==> config.mk <==
export PLATFORM = sky130hd
export DESIGN_NAME = plso_shift8
export DESIGN_NICKNAME = d
export VERILOG_FILES = /design/src/rtl/plso_pkg.sv /design/src/rtl/plso_sampler.sv /design/src/rtl/plso_stages.sv /design/src/rtl/plso_shift8.sv
export SDC_FILE = /design/constraint.sdc
export NUM_CORES = 1
export LEC_CHECK = 0
export ABC_AREA = 0
export BUFFER_PORTS_ARGS = -buffer_cell sky130_fd_sc_hd__buf_4
export CAP_MARGIN = 20
export CORE_MARGIN = 5
export CORE_UTILIZATION = 30
export CTS_BUF_LIST = sky130_fd_sc_hd__clkbuf_4 sky130_fd_sc_hd__clkbuf_8 sky130_fd_sc_hd__clkbuf_16
export DETAILED_ROUTE_END_ITERATION = 10
export GPL_TIMING_DRIVEN = 0
export PLACE_DENSITY_LB_ADDON = 0.15
export RECOVER_POWER = 100
export SETUP_SLACK_MARGIN = 0.02
export SYNTH_ARGS = -nofsm -noshare
export SYNTH_HDL_FRONTEND = slang
export SYNTH_SLANG_ARGS = --single-unit
==> constraint.sdc <==
create_clock -name clk -period 2.6 [get_ports clk]
set_clock_uncertainty 0.15 [all_clocks]
set_input_delay 0.13 -clock clk [delete_from_list [all_inputs] [get_ports clk]]
set_output_delay 0.13 -clock clk [all_outputs]
set_load 0.05 [all_outputs]
==> src/rtl/plso_pkg.sv <==
package plso_pkg;

    localparam int unsigned DEF_WIDTH = 8;

    // sampled history of the gated shift clock and the serial input
    typedef struct packed {
        logic g;         // gated clock, latest sample
        logic g_prev;    // gated clock, one sample older (forced high during load)
        logic ser;       // serial input, latest sample
        logic ser_prev;  // serial input, aligned with g_prev
    } samp_t;

    localparam samp_t SAMP_RST = '{g: 1'b1, g_prev: 1'b1, ser: 1'b0, ser_prev: 1'b0};

endpackage

==> src/rtl/plso_sampler.sv <==
module plso_sampler
    import plso_pkg::*;
(
    input  logic clk,
    input  logic rst,
    input  logic ld_n_i,
    input  logic sclk_i,
    input  logic sen_n_i,
    input  logic sdin_i,
    output logic shift_o,
    output logic sbit_o
);

    samp_t s_d, s_q;

    always_comb begin
        s_d          = s_q;
        s_d.g        = sclk_i | sen_n_i;
        s_d.ser      = sdin_i;
        s_d.ser_prev = s_q.ser;
        // while loading, history is held high so release shows no edge
        s_d.g_prev   = ld_n_i ? s_q.g : 1'b1;
        if (rst) begin
            s_d = SAMP_RST;
        end
    end

    always_ff @(posedge clk) begin
        s_q <= s_d;
    end

    assign shift_o = ld_n_i & s_q.g & ~s_q.g_prev;
    assign sbit_o  = s_q.ser_prev;

    AST_PULSE_SINGLE: assert property (@(posedge clk) disable iff (rst)
        shift_o |=> !shift_o);

    AST_NO_SHIFT_ON_RELEASE: assert property (@(posedge clk) disable iff (rst)
        $rose(ld_n_i) |-> !shift_o);

    AST_NO_SHIFT_AFTER_RESET: assert property (@(posedge clk)
        $past(rst) |-> !shift_o);

endmodule

==> src/rtl/plso_stages.sv <==
module plso_stages #(
    parameter int unsigned WIDTH = 8
) (
    input  logic             clk,
    input  logic             rst,
    input  logic             ld_n_i,
    input  logic             shift_i,
    input  logic             sbit_i,
    input  logic [WIDTH-1:0] pin_i,
    output logic [WIDTH-1:0] stages_o
);

    localparam int unsigned LAST = WIDTH - 1;

    logic [WIDTH-1:0] stages_d, stages_q;
    logic [WIDTH-1:0] shifted;

    for (genvar i = 0; i < WIDTH; i++) begin : g_link
        if (i == 0) begin : g_head
            assign shifted[i] = sbit_i;
        end else begin : g_body
            assign shifted[i] = stages_q[i-1];
        end
    end

    always_comb begin
        stages_d = stages_q;
        if (rst) begin
            stages_d = '0;
        end else if (!ld_n_i) begin
            stages_d = pin_i;
        end else if (shift_i) begin
            stages_d = shifted;
        end
    end

    always_ff @(posedge clk) begin
        stages_q <= stages_d;
    end

    assign stages_o = stages_q;

    AST_RESET_CLEAR: assert property (@(posedge clk)
        rst |=> stages_q == '0);

    AST_LOAD_COPY: assert property (@(posedge clk) disable iff (rst)
        !ld_n_i |=> stages_q == $past(pin_i));

    AST_SHIFT_MOVE: assert property (@(posedge clk) disable iff (rst)
        (ld_n_i && shift_i) |=> stages_q[LAST:1] == $past(stages_q[LAST-1:0]));

    AST_SHIFT_ENTRY: assert property (@(posedge clk) disable iff (rst)
        (ld_n_i && shift_i) |=> stages_q[0] == $past(sbit_i));

    AST_HOLD: assert property (@(posedge clk) disable iff (rst)
        (ld_n_i && !shift_i) |=> $stable(stages_q));

endmodule

==> src/rtl/plso_shift8.sv <==
module plso_shift8
    import plso_pkg::*;
#(
    parameter int unsigned WIDTH = DEF_WIDTH
) (
    input  logic             clk,
    input  logic             rst,
    input  logic             ld_n_i,
    input  logic             sclk_i,
    input  logic             sen_n_i,
    input  logic             sdin_i,
    input  logic [WIDTH-1:0] pin_i,
    output logic             sout_o,
    output logic             sout_n_o
);

    localparam int unsigned LAST = WIDTH - 1;

    logic             shift;
    logic             sbit;
    logic [WIDTH-1:0] stages;

    plso_sampler u_samp (
        .clk     (clk),
        .rst     (rst),
        .ld_n_i  (ld_n_i),
        .sclk_i  (sclk_i),
        .sen_n_i (sen_n_i),
        .sdin_i  (sdin_i),
        .shift_o (shift),
        .sbit_o  (sbit)
    );

    plso_stages #(.WIDTH(WIDTH)) u_stg (
        .clk      (clk),
        .rst      (rst),
        .ld_n_i   (ld_n_i),
        .shift_i  (shift),
        .sbit_i   (sbit),
        .pin_i    (pin_i),
        .stages_o (stages)
    );

    assign sout_o   = stages[LAST];
    assign sout_n_o = ~stages[LAST];

    AST_LOAD_REACHES_OUT: assert property (@(posedge clk) disable iff (rst)
        !ld_n_i |=> sout_o == $past(pin_i[LAST]));

endmodule

==> reports/qor.txt <==
Setup crit end kind: flop
die area: 3050 µm²
Hold Path End: u_stg.stages_o[1]
final worst-path setup slack: 0.912 ns
die span in x: 55.2 µm
Clock Root Buffer: clkbuf_4
H-tree depth: 1
reg2reg setup slack: 1.05 ns
Post-Syn Area: 613 µm²
final hold violations: 1
Worst Tran Pin Value: 0.600 ns
Layout area overhead: 36.5%
RD Place Congestion: 0.633
syn_nets: 67
Crit Path Category: in -> reg
GR peak layer: met2
drt wl/cell: 12.9 µm
Peak Freq: 0.593 GHz
post-synthesis sequential area ratio: 39.2%
Power per Cell Area: 505 nW/µm²
relative slew slack: 60.2%
Final HPWL DP: 916 µm
Reg-to-Reg Start: u_samp.s_q[3]
Worst Hold Launch: pin_i[1]
Remaining DRCs: 0
# Post-CTS Setup Buffers: 0
Antenna Cells: 0
Worst-Skew Late Latency: 0.27 ns
Synth warnings: 0
syn avg cell area: 11.6 µm²
# resized after CTS: 0
1st-pass router iterations: 4
CORE AREA: 1960 µm²
Vias/cell: 4.61
worst hold margin: -0.000369 ns
DRT antenna net count: 0
Filler cells: 220
unrepaired setup endpoints after global routing: no
CTS buffer count: 3
die height: 55.2 µm
final wirelength: 1390 µm
final worst-path cycle share: 64.9%
share of cells above drive strength 1: 40.7%
Ports: 16
Layout Nets: 96
Leakage: 0.323 nW
GR Util met3: 5.59%
vias post-DR: 498
Tot GR Track Use: 10.4%
vias in the first global route: 526
Worst EP arrival: 1.70 ns
Port Buffer Count: 15
status: finished, violations left
clock buffer depth: 2
CTS sink cnt: 12
Pwr Total: 423 µW
CTS tree: built
crit-path max FO: 3
crit path launch type: primary input
row count: 16
worst r2r dst: u_stg.stages_o[3]
post-cts hold buffer count: 9
clock-pin slew on the worst setup and hold paths: 0.08 ns
Hold Path Class: in -> reg
Seq cells post-synth: 12
antenna violations before repair: 0
violated checks: negative hold slack
reg2reg path depth: 2
1st-iter DRT viols: 8
MaxCap Viol Count: 0
hold depth: 3
Setup Slack @ Placement: 1.23 ns
post-layout min period: 1.69 ns
CP Data Required Time: 2.61 ns
Global Route met2 Usage: 15.7%
Crit. Startpoint: rst
Mapped Cells: 53
Unique masters post-synth: 16
met1 Use GR: 12.5%
grt ovf: 0
Max Slew Vio Count: 0
placed insts: 95
Starting Density: 31.2%
final setup vio count: 0
peak supply drop: 0.000326 V
first-pass GRT wire length: 2480 µm
largest net degree at the start of global routing: 11
Layout Cells excl Fill: 108
setup TNS: 0 ns
-- cells by family (layout without fill, tap and decap cells) --
logic type             after synthesis  in the layout  share of synthesized area, %
buffers and inverters                4             32                          5.10
AND/OR/NAND/NOR                     28             28                          35.9
flip-flops                          12             12                          39.2
AO/OA/AOI/OAI                        9              9                          19.8
-- metal layers --
metal / wire length (µm) / vias up / share of wire (%)
met5: 0 / - / 0
met3: 81 / 2 / 5.8
met2: 615 / 13 / 44
met1: 681 / 228 / 49
li1: - / 255 / -
met4: 10 / 0 / 0.72
-- flip-flops by register name (all words and copies together), names as in the netlist --
name and count:
u_samp.s_q 3, u_samp.sbit_o 1, u_stg.stages_o 8
-- per-stage QoR --
step | instance area (µm²) | hold WS, ns | util, %
detailed placement | 759 | 0.163 | 38.7
global placement | 759 | 0.166 | 38.7
global route | 837 | -0.000601 | 42.7
floorplan | 613 | 0.0788 | -
CTS | 886 | 0.00834 | 45.2
finish | 837 | -0.000369 | 42.7
-- Yosys cell counts --
| cell | instances | area share (%) |
|---|---|---|
| dfxtp_1 | 12 | 39 |
| nor2b_1 | 9 | 9.2 |
| a2111oi_2 | 7 | 17 |
| nor2_2 | 7 | 7.1 |
| and4bb_2 | 6 | 12 |
| buf_6 | 2 | 3.7 |
| a311oi_1 | 1 | 1.4 |
| and4bb_1 | 1 | 2.0 |
| clkbuf_2 | 1 | 0.82 |
| inv_1 | 1 | 0.61 |
| nand2_1 | 1 | 0.61 |
| nand2b_2 | 1 | 1.4 |
| nor2_1 | 1 | 0.61 |
| nor4bb_1 | 1 | 1.6 |
| o21bai_1 | 1 | 1.2 |
| or3_1 | 1 | 1.0 |
-- worst max-delay path by stage --
stage | endpoint | slack [ns] | cells after the start
global placement | u_stg.stages_o[3] | 1.29 | 2
global route | u_stg.stages_o[3] | 0.87 | 2
floorplan | u_stg.stages_o[7] | 1.12 | 2
finish | u_samp.s_q[3] | 0.91 | 4
CTS | u_samp.s_q[3] | 0.94 | 4
detailed placement | u_stg.stages_o[3] | 1.23 | 2
-- power breakdown --
group | internal (mW) | switching (mW)
Sequential | 0.195 | 0.00653
Clock | 0.0851 | 0.0652
Combinational | 0.0392 | 0.0313
Total | 0.320 | 0.103
-- layout by cell type (no fill, tap or decap), drive strengths merged --
| cell | count |
|---|---|
| nor2 | 8 |
| dlygate4sd3 | 9 |
| o21bai | 1 |
| nor4bb | 1 |
| or3 | 1 |
| a311oi | 1 |
| nand2 | 1 |
| and4bb | 7 |
| nand2b | 1 |
| nor2b | 9 |
| clkbuf | 8 |
| a2111oi | 7 |
| inv | 1 |
| dfxtp | 12 |
| buf | 14 |
-- cell type report --
cell class	count	area (µm²)	share of cell area [%]
multi-input cells	37	302	36.0
flip-flops and latches	12	240	28.7
repair buffers	24	195	23.3
clock buffers	4	36.3	4.33
well taps	27	33.8	4.04
plain buffers	3	26.3	3.14
inverters	1	3.75	0.448
-- critical path, cell delays in order --
cell and delay, ns:
dlygate4sd3_1 0.53, clkbuf_4 0.14, or3_1 0.35, dlygate4sd3_1 0.55
No activity file was read; power rests on OpenSTA's default activity.
